File: src/rtl/perf_cnt_pkg.sv
`timescale 1ns/1ps
package perf_cnt_pkg;
  // register word indices
  localparam int unsigned REG_CTRL  = 0;
  localparam int unsigned REG_CYC   = 1;
  localparam int unsigned REG_PROF0 = 2;

  // control register layout
  localparam int unsigned CTL_CYC_EN      = 0;
  localparam int unsigned CTL_OVF_LSB     = 1;
  localparam int unsigned CTL_PROF_ABSENT = 8;
  localparam int unsigned CTL_CYC_ABSENT  = 9;
  localparam int unsigned NCMP_W          = 4;
endpackage

File: src/rtl/perf_ctrl_reg.sv
`timescale 1ns/1ps
module perf_ctrl_reg
  import perf_cnt_pkg::*;
#(
  parameter int unsigned NUM_PROF = 5,
  parameter int unsigned DATA_W   = 32,
  parameter int unsigned NUM_CMP  = 4,
  parameter int unsigned HAS_CYC  = 1,
  parameter int unsigned HAS_PROF = 1,
  localparam int unsigned EN_W    = NUM_PROF + 1
) (
  input  logic                clk,
  input  logic                rst_n,
  input  logic                wr,
  input  logic [EN_W-1:0]     wdata,
  output logic                cyc_en,
  output logic [NUM_PROF-1:0] ovf_en,
  output logic [DATA_W-1:0]   rdata
);
  localparam logic [EN_W-1:0] WR_MASK = {{NUM_PROF{(HAS_PROF != 0)}}, (HAS_CYC != 0)};

  logic [EN_W-1:0] en_q;
  logic [EN_W-1:0] en_d;

  always_comb begin
    en_d = en_q;
    if (wr) en_d = wdata & WR_MASK;
  end

  always_ff @(posedge clk or negedge rst_n) begin
    if (!rst_n)  en_q <= '0;
    else if (wr) en_q <= en_d;
  end

  assign cyc_en = en_q[CTL_CYC_EN];
  assign ovf_en = en_q[CTL_OVF_LSB +: NUM_PROF];

  always_comb begin
    rdata                          = '0;
    rdata[EN_W-1:0]                = en_q;
    rdata[CTL_PROF_ABSENT]         = (HAS_PROF == 0);
    rdata[CTL_CYC_ABSENT]          = (HAS_CYC == 0);
    rdata[DATA_W-1 -: NCMP_W]      = NCMP_W'(NUM_CMP);
  end


  ctrl_keep_chk: assert property (@(posedge clk) disable iff (!rst_n)
    !wr |=> $stable(en_q));
endmodule

File: src/rtl/perf_cyc_ctr.sv
`timescale 1ns/1ps
module perf_cyc_ctr #(
  parameter int unsigned CYC_W = 32
) (
  input  logic             clk,
  input  logic             rst_n,
  input  logic             cnt_en,
  input  logic             trc_en,
  input  logic             wr,
  input  logic [CYC_W-1:0] wdata,
  output logic [CYC_W-1:0] count
);
  logic             inc;
  logic             ld;
  logic [CYC_W-1:0] cnt_q;
  logic [CYC_W-1:0] cnt_d;

  assign inc = cnt_en & trc_en;
  assign ld  = wr | inc;

  always_comb begin
    cnt_d = cnt_q;
    if (wr)       cnt_d = wdata;
    else if (inc) cnt_d = cnt_q + 1'b1;
  end

  always_ff @(posedge clk or negedge rst_n) begin
    if (!rst_n)  cnt_q <= '0;
    else if (ld) cnt_q <= cnt_d;
  end

  assign count = cnt_q;


  cyc_hold_chk: assert property (@(posedge clk) disable iff (!rst_n)
    (!wr && !(cnt_en && trc_en)) |=> $stable(count));

  cyc_step_chk: assert property (@(posedge clk) disable iff (!rst_n)
    (!wr && cnt_en && trc_en) |=> (count == $past(count) + 1'b1));

  cyc_load_chk: assert property (@(posedge clk) disable iff (!rst_n)
    wr |=> (count == $past(wdata)));
endmodule

File: src/rtl/perf_prof_ctr.sv
`timescale 1ns/1ps
module perf_prof_ctr #(
  parameter int unsigned PROF_W = 8
) (
  input  logic              clk,
  input  logic              rst_n,
  input  logic              evt,
  input  logic              ovf_en,
  input  logic              wr,
  input  logic [PROF_W-1:0] wdata,
  output logic [PROF_W-1:0] count,
  output logic              ovf
);
  logic [PROF_W-1:0] cnt_q;
  logic [PROF_W-1:0] cnt_d;
  logic              ld;
  logic              wrap;
  logic              ovf_q;
  logic              ovf_d;

  assign ld    = wr | evt;
  assign wrap  = evt & ~wr & (&cnt_q);
  assign ovf_d = wrap & ovf_en;

  always_comb begin
    cnt_d = cnt_q;
    if (wr)       cnt_d = wdata;
    else if (evt) cnt_d = cnt_q + 1'b1;
  end

  always_ff @(posedge clk or negedge rst_n) begin
    if (!rst_n) begin
      cnt_q <= '0;
      ovf_q <= 1'b0;
    end else begin
      ovf_q <= ovf_d;
      if (ld) cnt_q <= cnt_d;
    end
  end

  assign count = cnt_q;
  assign ovf   = ovf_q;


  prof_step_chk: assert property (@(posedge clk) disable iff (!rst_n)
    (evt && !wr) |=> (count == $past(count) + 1'b1));

  ovf_zero_chk: assert property (@(posedge clk) disable iff (!rst_n)
    ovf |-> (count == '0));

  ovf_gate_chk: assert property (@(posedge clk) disable iff (!rst_n)
    ovf |-> $past(ovf_en));

  ovf_single_chk: assert property (@(posedge clk) disable iff (!rst_n)
    ovf |=> !ovf);
endmodule

File: src/rtl/perf_cnt_unit.sv
`timescale 1ns/1ps
module perf_cnt_unit
  import perf_cnt_pkg::*;
#(
  parameter int unsigned CYC_W    = 32,
  parameter int unsigned PROF_W   = 8,
  parameter int unsigned NUM_PROF = 5,
  parameter int unsigned DATA_W   = 32,
  parameter int unsigned WIDX_W   = 3,
  parameter int unsigned NUM_CMP  = 4,
  parameter int unsigned HAS_CYC  = 1,
  parameter int unsigned HAS_PROF = 1
) (
  input  logic                       clk,
  input  logic                       rst_n,
  input  logic                       trc_en,
  input  logic [NUM_PROF-1:0]        prof_evt,
  input  logic                       bus_we,
  input  logic [WIDX_W-1:0]          bus_widx,
  input  logic [DATA_W-1:0]          bus_wdata,
  output logic [DATA_W-1:0]          bus_rdata,
  output logic [CYC_W-1:0]           cyc_count,
  output logic [NUM_PROF*PROF_W-1:0] prof_count,
  output logic [NUM_PROF-1:0]        ovf_evt
);
  localparam int unsigned EN_W = NUM_PROF + 1;

  // reset: asserted asynchronously, released on the second clock edge
  logic [1:0] rst_pipe_q;
  logic       rst_n_s;

  always_ff @(posedge clk or negedge rst_n) begin
    if (!rst_n) rst_pipe_q <= 2'b00;
    else        rst_pipe_q <= {rst_pipe_q[0], 1'b1};
  end
  assign rst_n_s = rst_pipe_q[1];

  // write decode
  logic                wr_ctrl;
  logic                wr_cyc;
  logic [NUM_PROF-1:0] wr_prof;

  assign wr_ctrl = bus_we && (bus_widx == WIDX_W'(REG_CTRL));
  assign wr_cyc  = bus_we && (bus_widx == WIDX_W'(REG_CYC));

  logic                cyc_en;
  logic [NUM_PROF-1:0] ovf_en;
  logic [DATA_W-1:0]   ctrl_rdata;

  perf_ctrl_reg #(
    .NUM_PROF (NUM_PROF),
    .DATA_W   (DATA_W),
    .NUM_CMP  (NUM_CMP),
    .HAS_CYC  (HAS_CYC),
    .HAS_PROF (HAS_PROF)
  ) u_ctrl (
    .clk    (clk),
    .rst_n  (rst_n_s),
    .wr     (wr_ctrl),
    .wdata  (bus_wdata[EN_W-1:0]),
    .cyc_en (cyc_en),
    .ovf_en (ovf_en),
    .rdata  (ctrl_rdata)
  );

  logic [CYC_W-1:0] cyc_q;

  generate
    if (HAS_CYC != 0) begin : g_cyc
      perf_cyc_ctr #(.CYC_W(CYC_W)) u_cyc (
        .clk    (clk),
        .rst_n  (rst_n_s),
        .cnt_en (cyc_en),
        .trc_en (trc_en),
        .wr     (wr_cyc),
        .wdata  (bus_wdata[CYC_W-1:0]),
        .count  (cyc_q)
      );
    end else begin : g_no_cyc
      assign cyc_q = '0;
    end
  endgenerate

  logic [PROF_W-1:0] prof_q [NUM_PROF];

  generate
    for (genvar i = 0; i < NUM_PROF; i++) begin : g_prof
      assign wr_prof[i] = bus_we && (bus_widx == WIDX_W'(REG_PROF0 + i));
      if (HAS_PROF != 0) begin : g_on
        perf_prof_ctr #(.PROF_W(PROF_W)) u_prof (
          .clk    (clk),
          .rst_n  (rst_n_s),
          .evt    (prof_evt[i]),
          .ovf_en (ovf_en[i]),
          .wr     (wr_prof[i]),
          .wdata  (bus_wdata[PROF_W-1:0]),
          .count  (prof_q[i]),
          .ovf    (ovf_evt[i])
        );
      end else begin : g_off
        assign prof_q[i]  = '0;
        assign ovf_evt[i] = 1'b0;
      end
      assign prof_count[i*PROF_W +: PROF_W] = prof_q[i];
    end
  endgenerate

  assign cyc_count = cyc_q;

  // read mux
  always_comb begin
    bus_rdata = '0;
    if (bus_widx == WIDX_W'(REG_CTRL)) begin
      bus_rdata = ctrl_rdata;
    end else if (bus_widx == WIDX_W'(REG_CYC)) begin
      bus_rdata[CYC_W-1:0] = cyc_q;
    end else begin
      for (int i = 0; i < NUM_PROF; i++) begin
        if (bus_widx == WIDX_W'(REG_PROF0 + i)) bus_rdata[PROF_W-1:0] = prof_q[i];
      end
    end
  end


  rd_unmapped_chk: assert property (@(posedge clk) disable iff (!rst_n_s)
    (bus_widx >= WIDX_W'(REG_PROF0 + NUM_PROF)) |-> (bus_rdata == '0));
endmodule

File: config.mk
export PLATFORM = sky130hd
export DESIGN_NAME = perf_cnt_unit
export DESIGN_NICKNAME = d
export VERILOG_FILES = /design/src/rtl/perf_cnt_pkg.sv /design/src/rtl/perf_ctrl_reg.sv /design/src/rtl/perf_cyc_ctr.sv /design/src/rtl/perf_prof_ctr.sv /design/src/rtl/perf_cnt_unit.sv
export SDC_FILE = /design/constraint.sdc
export NUM_CORES = 1
export LEC_CHECK = 0
export BUFFER_PORTS_ARGS = -buffer_cell sky130_fd_sc_hd__buf_2
export CORE_AREA = 2 2 109 111
export DETAILED_ROUTE_END_ITERATION = 8
export DIE_AREA = 0 0 111 113
export GPL_TIMING_DRIVEN = 0
export PLACE_DENSITY = 0.8
export RECOVER_POWER = 25
export SYNTH_ARGS = -nofsm -noshare
export SYNTH_HDL_FRONTEND = slang
export SYNTH_SLANG_ARGS = --single-unit
File: constraint.sdc
create_clock -name clk -period 3.2 [get_ports clk]
set_clock_uncertainty 0.05 [all_clocks]
set_input_delay 0.32 -clock clk [delete_from_list [all_inputs] [get_ports clk]]
set_output_delay 0.32 -clock clk [all_outputs]
set_load 0.03 [all_outputs]
==> flow_summary.yaml <==
status:
  outcome: "finished clean"
worst_setup_path:
  cp_max_fo: 10
  r2r.worst_path.cells: 6
  r2r-end: "g_cyc.u_cyc.count[26]"
  endpoint_kind: "output port"
  setup.worst_path.class: "input pin to output port"
  worst_setup_path_start_kind: "input pin"
  regToRegStartpoint: "g_cyc.u_cyc.count[0]"
  critPathRequiredTime_ps: 2830
  rrSetupSlack_ps: 1060
  crit_path_start: "bus_widx[0]"
  crit_path_end: "bus_rdata[7]"
  worstPathArrival_ps: 2040
timing:
  final_critical_path_setup_slack_ps: 788
  timing.max_slew.rel_slack: 0.0688
  worst_pin_slew_ps: 1400
  rsz0062_at_grt: "no"
  final_period_minus_worst_setup_slack_ps: 2410
  maxSlewViolCount: 0
  report.final.setup_viol: 0
  hold_viol: 0
  fin_crit_sh: 0.754
  final.setup.tns_ps: 0
  timing.fmax_mhz: 415
place:
  dp_slack_ps: 835
  port_buf_inserts: 147
  place.detailed.hpwl_mm: 11.4
  finalWeightedCongestion: 0.961
synthesis:
  post_synth_mux_area_share: 0.0450
  post_synth_xor_area_fraction: 0.110
  synth_top_family_by_area: "simple AND/OR/NAND/NOR gates"
  post_synth.cell_area_avg_um2: 8.85
  synth_compound_gate_area_share: 0.132
  yosysUniqueCellTypes: 46
  yosys_most_used_dff: "sky130_fd_sc_hd__dfrtp_1"
  synth_sequential_area_ratio: 0.422
  postSynthRegisterBits: 85
  asyncSetResetFlopFracSynth: 1.00
  synthAdderAreaFrac: 0.0149
  yosys.area_share.simple: 0.239
  synth_area_um2: 5040
  synthesized_nets: 619
  yosysWarnings: 0
  synth-edff-count: 0
  syn-instance-count: 569
final_layout:
  n_fill_cell: 1061
  area.growth.synth_to_final_pct: 24.8
  multiInputGateArea_um2: 2730
  layout_common_cells: "sky130_fd_sc_hd__buf_2 (151), sky130_fd_sc_hd__dfrtp_1 (85), sky130_fd_sc_hd__nand2_1 (79), sky130_fd_sc_hd__nor2_1 (49), sky130_fd_sc_hd__o21ai_0 (44)"
  layout-drive-gt1-share: 0.260
  most_frequent_standard_cell_in_the_layout_excluding_fill_and_tap_cells: "sky130_fd_sc_hd__buf_2"
  final-seq-area_um2: 2130
  fin_nets: 779
global_routing:
  grt.total_usage: 0.246
  global_route_wire_length_before_repair_mm: 24.5
  antenna_found_initial: 1
  vias_in_the_first_global_route: 4670
  grt_start_max_net_pins: 52
  grt_remaining_overflow: 0
die:
  die_w_um: 111
  boundaryPins: 153
  core_area_um2: 11300
  row_count: 39
  initial_util: 0.447
  die_h_um: 113
  die-area_um2: 12500
drt:
  detail_route.vias_per_cell: 5.63
  dr_total_vias: 4932
  drt_iter0_markers: 425
  detail_route.wl_per_cell_um: 17.3
  detailedRoute.firstPassIterationCount: 5
  drt_wl_total_mm: 15.1
  route.antenna.remaining_nets: 0
  post-route-drc-count: 0
clock_tree:
  worst_setup_hold_path_clk_slew_ps: 60
  tritoncts: "done"
  ctsResizeCount: 0
  clock_buffers_created_by_tritoncts: 9
  cts_max_path_buffers: 2
  cts_max_level: 3
  worstSkewPairLatency_ps: 330
  clock_tree.root_cell: "sky130_fd_sc_hd__clkbuf_16"
  clkSinkCount: 85
power_and_ir_drop:
  total_leakage_power_nw: 2.77
  maximum_vdd_ir_drop_mv: 0.665
  cellPowerDensity_nw_per_um2: 859
hold_path:
  hold_path.class: "input pin to flip-flop"
flow_run:
  maxCapViolations: 0
==> flip-flops by register name (all words and copies together) (netlist names) <==
signal and count:
u_ctrl.en_q 6, g_prof.g_on.u_prof.ovf 5, g_cyc.u_cyc.count 32, rst_pipe_q 2, g_prof.g_on.u_prof.count 40
==> through the flow <==
step / utilization / total power [W] / cell area (um^2) / cells / hold WS (ps)
after detailed placement: 0.531 / 0.00432 / 5980 / 860 / 57.9
after CTS: 0.558 / 0.00542 / 6290 / 875 / 125
after floorplan: - / 0.00352 / 5040 / 569 / -25.6
after global placement: 0.528 / 0.00427 / 5950 / 859 / 55.8
after global routing: 0.557 / 0.00570 / 6280 / 875 / 160
final: 0.558 / 0.00540 / 6290 / 876 / 138
==> power breakdown <==
group	switching [W]	internal (W)	total (W)
Clock	0.000402	0.000676	0.00108
Combinational	0.00147	0.000797	0.00227
Sequential	0.000614	0.00144	0.00205
==> how the worst min path moves through the flow <==
stage                       start                     to  slack (ps)  cells after the start
finish              bus_wdata[31]  g_cyc.u_cyc.count[31]         140                      3
global route        bus_wdata[31]  g_cyc.u_cyc.count[31]         160                      3
CTS                 bus_wdata[26]  g_cyc.u_cyc.count[26]         130                      3
detailed placement          rst_n          rst_pipe_q[0]          60                      1
global placement            rst_n          rst_pipe_q[1]          60                      1
floorplan                   rst_n          rst_pipe_q[0]         -30                      0
==> layout make-up <==
type	instances	share of cell area
Sequential cell	85	0.338
Buffer	33	0.0239
Multi-Input combinational cell	442	0.434
Antenna cell	1	0.000398
Tap cell	143	0.0285
Clock buffer	12	0.0376
Inverter	9	0.00537
Clock inverter	2	0.00955
Timing Repair Buffer	149	0.123
==> worst max-delay path: stages <==
cell and delay (ps):
sky130_fd_sc_hd__buf_2 210, sky130_fd_sc_hd__buf_1 490, sky130_fd_sc_hd__mux2_2 400, sky130_fd_sc_hd__a221oi_1 300
sky130_fd_sc_hd__a21oi_1 110, sky130_fd_sc_hd__buf_2 220
==> timing repair <==
action	4_1_cts	5_1_grt
buffers inserted	0	0
endpoints found under the setup margin	0	0
endpoints found under the hold margin	2	0
hold buffers	1	0
==> kinds of logic after synthesis <==
| group | after synthesis |
|---|---|
| muxes | 20 |
| xor gates and xnor gates | 63 |
| DFF | 85 |
| adders and majority gates | 6 |
| other | 1 |
| buffers and inverters | 42 |
| AOI/OAI and AO/OA | 114 |
| and+or+nand+nor | 238 |
==> synth_stat cells (all sizes together), types with 2 or more instances <==
master   n  area, um^2
nor2    49         184
o21a     3        22.5
xnor2   32         280
and3     7        43.8
mux2i    8        80.1
nor3    17        90.1
nand4   27         184
inv      7        26.3
nor2b    4        25.0
clkinv   2        7.51
o22ai    5        31.3
a31oi    7        43.8
dfrtp   85        2130
and2    22         138
buf     13        73.8
o221ai   3        26.3
o31a     3        26.3
nand3   16        90.1
o21ai   48         244
ha       6        75.1
o211ai   7        52.6
and4     3        26.3
nor4     4        55.1
a221oi   2        17.5
a21oi   30         150
or3      7        43.8
a211o    5        43.8
nand2   79         297
clkbuf  20        76.3
xor2    31         272
mux2    11         124
==> metal layers <==
| metal | vias up | global-route usage | wire length (um) |
|---|---|---|---|
| met5 | - | 0 | 0 |
| met4 | 0 | 0.0942 | 461 |
| met3 | 44 | 0.0498 | 1370 |
| met2 | 249 | 0.402 | 6970 |
| met1 | 2325 | 0.326 | 6320 |
| li1 | 2314 | - | - |
(Power assumes the default switching activity.)
